## config.mk

```make
export PLATFORM = sky130hd
export DESIGN_NAME = prot_unlock_seq
export DESIGN_NICKNAME = d
export VERILOG_FILES = /design/src/rtl/prot_unlock_pkg.sv /design/src/rtl/prot_key_fsm.sv /design/src/rtl/prot_reg_bank.sv /design/src/rtl/prot_unlock_seq.sv
export SDC_FILE = /design/constraint.sdc
export NUM_CORES = 1
export LEC_CHECK = 0
export ABC_AREA = 1
export BUFFER_PORTS_ARGS = -buffer_cell sky130_fd_sc_hd__buf_2
export CORE_MARGIN = 10
export CORE_UTILIZATION = 50
export DETAILED_ROUTE_END_ITERATION = 10
export GPL_TIMING_DRIVEN = 0
export PLACE_DENSITY = 0.72
export SLEW_MARGIN = 5
export SYNTH_ARGS = -nofsm -noshare
export SYNTH_HDL_FRONTEND = slang
export SYNTH_SLANG_ARGS = --single-unit
export TNS_END_PERCENT = 50
```

## constraint.sdc

```tcl
create_clock -name clk -period 1.9 [get_ports clk]
set_clock_uncertainty 0.2 [all_clocks]
set_input_delay 0.38 -clock clk [delete_from_list [all_inputs] [get_ports clk]]
set_output_delay 0.38 -clock clk [all_outputs]
set_load 0.01 [all_outputs]
```

## src/rtl/prot_unlock_pkg.sv

```systemverilog
package prot_unlock_pkg;
  localparam int KEY_W = 8;
  localparam logic [KEY_W-1:0] KEY_B0 = 8'h59;
  localparam logic [KEY_W-1:0] KEY_B1 = 8'h16;
  localparam logic [KEY_W-1:0] KEY_B2 = 8'h88;

  typedef enum logic [1:0] {
    ST_IDLE = 2'd0,
    ST_ONE  = 2'd1,
    ST_TWO  = 2'd2,
    ST_OPEN = 2'd3
  } key_st_e;
endpackage

```

## src/rtl/prot_key_fsm.sv

```systemverilog
module prot_key_fsm
  import prot_unlock_pkg::*;
(
  input  logic             clk,
  input  logic             rst_n,
  input  logic             key_we,
  input  logic [KEY_W-1:0] key_byte,
  output logic             open
);
  key_st_e st_q, st_d;

  // restart rule: a mismatch that equals the first byte begins a new sequence
  function automatic key_st_e restart(input logic [KEY_W-1:0] b);
    return (b == KEY_B0) ? ST_ONE : ST_IDLE;
  endfunction

  always_comb begin
    st_d = st_q;
    if (key_we) begin
      unique case (st_q)
        ST_IDLE: st_d = restart(key_byte);
        ST_ONE:  st_d = (key_byte == KEY_B1) ? ST_TWO  : restart(key_byte);
        ST_TWO:  st_d = (key_byte == KEY_B2) ? ST_OPEN : restart(key_byte);
        ST_OPEN: st_d = ST_IDLE;
        default: st_d = ST_IDLE;
      endcase
    end
  end

  always_ff @(posedge clk or negedge rst_n) begin
    if (!rst_n) st_q <= ST_IDLE;
    else        st_q <= st_d;
  end

  assign open = (st_q == ST_OPEN);
endmodule

```

## src/rtl/prot_reg_bank.sv

```systemverilog
module prot_reg_bank #(
  parameter int ADDR_W    = 4,
  parameter int DATA_W    = 32,
  parameter int NUM_PROT  = 3,
  parameter int PROT_BASE = 1
) (
  input  logic                       clk,
  input  logic                       rst_n,
  input  logic                       wr_en,
  input  logic [ADDR_W-1:0]          addr,
  input  logic [DATA_W-1:0]          wdata,
  output logic [NUM_PROT*DATA_W-1:0] q_flat,
  output logic [DATA_W-1:0]          rd_data
);
  logic [NUM_PROT-1:0] sel;

  for (genvar g = 0; g < NUM_PROT; g++) begin : g_reg
    assign sel[g] = (addr == ADDR_W'(PROT_BASE + g));
    always_ff @(posedge clk or negedge rst_n) begin
      if (!rst_n)              q_flat[g*DATA_W +: DATA_W] <= '0;
      else if (wr_en && sel[g]) q_flat[g*DATA_W +: DATA_W] <= wdata;
    end
  end

  always_comb begin
    rd_data = '0;
    for (int i = 0; i < NUM_PROT; i++)
      if (sel[i]) rd_data = rd_data | q_flat[i*DATA_W +: DATA_W];
  end
endmodule

```

## src/rtl/prot_unlock_seq.sv

```systemverilog
module prot_unlock_seq
  import prot_unlock_pkg::*;
#(
  parameter int ADDR_W    = 4,
  parameter int DATA_W    = 32,
  parameter int NUM_PROT  = 3,
  parameter int KEY_ADDR  = 0,
  parameter int PROT_BASE = 1
) (
  input  logic              clk,
  input  logic              rst_n,
  input  logic [ADDR_W-1:0] bus_addr,
  input  logic [DATA_W-1:0] bus_wdata,
  input  logic              bus_we,
  output logic [DATA_W-1:0] bus_rdata,
  output logic              prot_wr_en,
  output logic              unlocked
);
  localparam logic [ADDR_W-1:0] KEY_A = ADDR_W'(KEY_ADDR);
  localparam logic [ADDR_W-1:0] LO_A  = ADDR_W'(PROT_BASE);
  localparam logic [ADDR_W-1:0] HI_A  = ADDR_W'(PROT_BASE + NUM_PROT - 1);

  logic                       key_hit, prot_hit, open;
  logic [NUM_PROT*DATA_W-1:0] prot_q;
  logic [DATA_W-1:0]          bank_rd;

  assign key_hit  = (bus_addr == KEY_A);
  assign prot_hit = (bus_addr >= LO_A) && (bus_addr <= HI_A);

  prot_key_fsm u_fsm (
    .clk      (clk),
    .rst_n    (rst_n),
    .key_we   (bus_we && key_hit),
    .key_byte (bus_wdata[KEY_W-1:0]),
    .open     (open)
  );

  assign prot_wr_en = bus_we && prot_hit && open;

  prot_reg_bank #(
    .ADDR_W(ADDR_W), .DATA_W(DATA_W), .NUM_PROT(NUM_PROT), .PROT_BASE(PROT_BASE)
  ) u_bank (
    .clk     (clk),
    .rst_n   (rst_n),
    .wr_en   (prot_wr_en),
    .addr    (bus_addr),
    .wdata   (bus_wdata),
    .q_flat  (prot_q),
    .rd_data (bank_rd)
  );

  always_comb begin
    bus_rdata = '0;
    if (key_hit)       bus_rdata[0] = open;
    else if (prot_hit) bus_rdata    = bank_rd;
  end

  assign unlocked = open;
endmodule

```

# Word level (Yosys, flattened, before mapping)
# Cells that the tools add are included.
# W data, S select, Z words.
# word_totals
register_bits	98
out_inout_bits	34
elab_cells	36
# classes
magnitude_cmp	2
eq_ne	9
n_mux	10
n_bitwise	2
n_reduce_logical	9
# op_table
operator	count
$mux W32	4
$or A32 B32 Y32	2
$mux W31	1
$eq A4 B2 Y1 const B	2
$eq A8 B5 Y1 const B	1
$eq A8 B7 Y1 const B	1
$eq A8 B8 Y1 const B	1
$pmux W2 S4	1
$logic_and A1 B1 Y1	7
$eq A2 B2 Y1 const B	2
$eq A4 B1 Y1 const B	1
$ge A4 B1 Y1 const B	1
$le A4 B2 Y1 const B	1
$logic_not A4 Y1	1
$mux W2	2
$eq A2 B1 Y1 const B	1
$logic_not A2 Y1	1
$mux W1	2

# Depth between registers and ports, before layout
# logic_depth
depth_word	8
mapped_depth	8
depth_no_buf	8

# Cells and area by module
# Synthesis repeated with hierarchy kept, for this count alone.
# unflattened
hier_cells	714
hier_area_um2	5325.1
# modules_own_cells
module	n_inst	cells_per_inst	area_per_inst_um2
prot_reg_bank	1	584	4704.5
prot_unlock_seq	1	79	361.6
prot_key_fsm	1	51	259.0

# Worst setup path after synthesis
# No wires, ideal clock.
# synth_timing
path_kind	input -> output
startpoint	input bus_addr[2]
endpoint	output bus_rdata[10]
t_arrival_ns	1.298
slack_ns	0.022
path_stages	6
path_buffers	1
cell_sequence	inv_1 nand2_1 nor3_4 clkbuf_1 nand2_1 nand3_1
# synth_via
elab_chain_len	8
word_cells_on_any_way	14
# synth_rtl
element	line_no	source
start, declared	prot_unlock_seq.sv:12	input logic [ADDR_W-1:0] bus_addr,
$eq A4 B1 Y1	prot_reg_bank.sv:18	assign sel[g] = (addr == ADDR_W'(PROT_BASE + g));
$mux W32	prot_reg_bank.sv:28	if (sel[i]) rd_data = rd_data | q_flat[i*DATA_W +: DATA_W];
$or A32 B32 Y32	prot_reg_bank.sv:28	
$mux W32	prot_reg_bank.sv:28	
$or A32 B32 Y32	prot_reg_bank.sv:28	
$mux W32	prot_reg_bank.sv:28	
$mux W32	prot_unlock_seq.sv:55	else if (prot_hit) bus_rdata = bank_rd;
$mux W31 *	prot_unlock_seq.sv:54	if (key_hit) bus_rdata[0] = open;
end, declared	prot_unlock_seq.sv:15	output logic [DATA_W-1:0] bus_rdata,
# Every way passes the cells marked *; elsewhere a longest branch is shown, timed or not.

# Worst setup path in the final report
# layout_timing
startpoint	input bus_addr[3]
endpoint	output bus_rdata[26]
# The elaborated chain is that of the path after synthesis.

==> flow_summary_export.csv <==
group,metric,value,unit
yosys,ys_ff_latch,98,
yosys,synth_edf_count,0,
worst_setup_path,worstRegToRegCells,6,
power,p_leak,3.39,nW
sta,slew_headroom,0.595,
global_route,antenna_found_initial,0,
worst_setup_path,rrSetupSlack,0.12,ns
yosys,synth_area,0.00435,mm²
clock_network,cts_buffer_depth,2,
yosys,async_reset_ff_frac,1.00,
clock_network,clockRootBuffer,"clkbuf_8",
sta,worst_slack,-0.0306,ns
die,num_io_pins,73,
outcome,violations,"negative setup slack",
yosys,ys_types,16,
place,place_ws,-0.553,ns
finish,fin_nets,674,
routing,dr.pass1.iters,4,
worst_setup_path,path_max_fanout,8,
die,initial_core_util,0.522,
global_route,grt.total_usage,0.190,
die,die-area,0.0128,mm²
routing,drtIter0Drc,217,
finish,stdcell_count,744,
sta,hold_violations,0,
sta,fmax,0.518,GHz
worst_setup_path,critPathRequiredTime,1.32,ns
place,port_buffers,72,
yosys,ys.flop_type,"dfrtp_1",
clock_network,cts.sinks,98,
die,row_count,33,
yosys,ys_warn_count,0,
worst_setup_path,path_class,"input pin to output port",
routing,vias,3911,
place,dp_cells,716,
worst_setup_path,reg2reg_to,"u_bank.q_flat[91]",
global_route,grt_overflow,0,
sta,rsz0062_at_grt,"yes",
yosys,ys_seq_area_frac,0.564,
sta,fin_crit_sh,1.02,
die,die_h,113,µm
clock_network,htree_num_levels,3,
sta,layout_min_cycle_time,1.93,ns
routing,drc,0,
outcome,status,"complete, but fails checks",
global_route,grt_pass1_wl,20.2,mm
worst_setup_path,r2r-start,"u_fsm.st_q[1]",
finish,fill_cells,629,
yosys,syn_avg_cell_area,8.09,µm²
worst_hold_path,hp-start,"bus_wdata[19]",
routing,routed_via_density,5.26,
power,cellPowerDensity,627,mW/mm²
routing,detail_route.wl_per_cell,16.2,µm
finish,layout.area.seq,0.00245,mm²
sta,slew_violations,0,
sta,fin_tns_setup,-0.208,ns
place,dpl.hpwl,7.49,mm
clock_network,tritoncts.num_buffers,9,
finish,syn_to_final_growth,38.1,%
die,core_area,0.00834,mm²
die,fp.dieW,113,µm
finish,diodes,0,
worst_hold_path,hold_depth,3,
worst_hold_path,hold_path.class,"input pin to flip-flop",
yosys,syn_inst,538,
routing,wl,12.1,mm
clock_network,cts_tree,"built",
power,peakVddDrop,0.670,mV
routing,antenna_left,0,
run,drv_cap,0,
place,gp_congestion,0.818,
global_route,grt_pass1_vias,4140,
global_route,grt_max_degree,55,
yosys,syn_nets,577,
worst_setup_path,end_kind,"output port",
worst_setup_path,cp.arrival,1.35,ns
clock_network,clk_latency,0.35,ns
finish,multiInputGateArea,0.00199,mm²
finish,drive_above_1_share,0.318,
clock_network,clk_pin_slew,0.10,ns
worst_setup_path,cp-start-kind,"input pin",
worst_hold_path,hold_end,"u_bank.q_flat[83]",
sta,setup_violations,21,
sta,tightest_slew,0.608,ns
power,power,0.00377,W
## worst max path at each step
stage                        startpoint                 to  slack, ns
after global placement            rst_n  u_bank.q_flat[17]      -0.71
after floorplan             bus_addr[2]      bus_rdata[10]       0.02
after CTS                   bus_addr[3]      bus_rdata[29]      -0.07
after global routing      u_fsm.st_q[1]         prot_wr_en      -0.11
after detailed placement    bus_addr[2]      bus_rdata[29]      -0.55
final                       bus_addr[3]      bus_rdata[26]      -0.03
## synth_stat cells (2+ instances only)
cell type | count | area share
o21ai_1 | 96 | 0.11
inv_1 | 43 | 0.037
nor3_4 | 3 | 0.011
nand3_1 | 35 | 0.040
inv_2 | 2 | 0.0017
o21ai_0 | 2 | 0.0023
nand2_1 | 212 | 0.18
buf_2 | 18 | 0.021
nor2_1 | 13 | 0.011
nand2_2 | 3 | 0.0043
clkbuf_1 | 9 | 0.0078
dfrtp_1 | 98 | 0.56
## registers in the layout (all words and copies together) (netlist names)
| signal | cells |
|---|---|
| u_bank.q_flat | 96 |
| u_fsm.st_q | 2 |
## cell usage in the layout (no fill, tap or decap), types with 2 or more instances in the layout
master / netlist / routed
inv_1: 43 / 41
buf_2: 18 / 54
o21ai_0: 2 / 2
dfrtp_1: 98 / 98
buf_4: 0 / 6
nand3_4: 0 / 2
nand3_1: 35 / 4
nor3_4: 3 / 3
inv_4: 0 / 2
inv_6: 0 / 3
nand2_2: 3 / 15
clkbuf_16: 0 / 7
o21ai_1: 96 / 96
buf_6: 0 / 36
clkbuf_8: 0 / 11
nand2_4: 0 / 21
buf_8: 0 / 6
nand2_1: 212 / 178
nand3_2: 0 / 29
nor2_1: 13 / 13
## report_power, final
group	switching, W	internal, W
logic	0.000174	0.000114
clock network	0.000712	0.000642
registers	0.0000189	0.00211
## worst max-delay path: stages
cell and delay (ns):
buf_8 0.10, inv_6 0.05, nand2_8 0.06, nor3_4 0.15
buf_12 0.18, clkbuf_16 0.17, nand2_4 0.05, nand3_2 0.07
buf_6 0.11
## cell families (layout without fill, tap and decap cells)
| kind of cell | Yosys count | in the layout | share of synthesized area |
|---|---|---|---|
| AND/OR/NAND/NOR | 267 | 267 | 0.251 |
| AO/OA/AOI/OAI | 101 | 101 | 0.118 |
| flip-flops | 98 | 98 | 0.564 |
| buffers and inverters | 72 | 173 | 0.0673 |
## through the flow
step,hold slack [ns],cell area (µm²),util
finish,0.0913,6010,0.721
global route,0.0942,6010,0.721
CTS,0.0845,5880,0.704
detailed placement,0.234,4870,0.584
global placement,0.271,4840,0.581
floorplan,-0.116,4350,-
## cell type report
| cell class | count | share of cell area |
|---|---|---|
| inverters | 45 | 0.0306 |
| multi-input cells | 368 | 0.332 |
| flip-flops and latches | 98 | 0.408 |
| clock buffers | 11 | 0.0235 |
| plain buffers | 27 | 0.0439 |
| well taps | 105 | 0.0219 |
| repair buffers | 86 | 0.132 |
| clock inverters | 4 | 0.00853 |
## routing by layer
layer,track usage,share of wire,vias up
met3,0.0454,0.071,14
met1,0.243,0.41,1881
li1,-,-,1901
met2,0.315,0.50,115
met4,0.0491,0.012,0
met5,0,0,-
## timing repair
item,4_1_cts,5_1_grt
hold endpoints to repair,44,0
setup buffers,8,0
pin swaps,35,3
endpoints found under the setup margin,33,51
gates cloned,4,0
hold buffers,1,0
resized for setup,149,34
No activity file was read; power rests on OpenSTA's default activity.
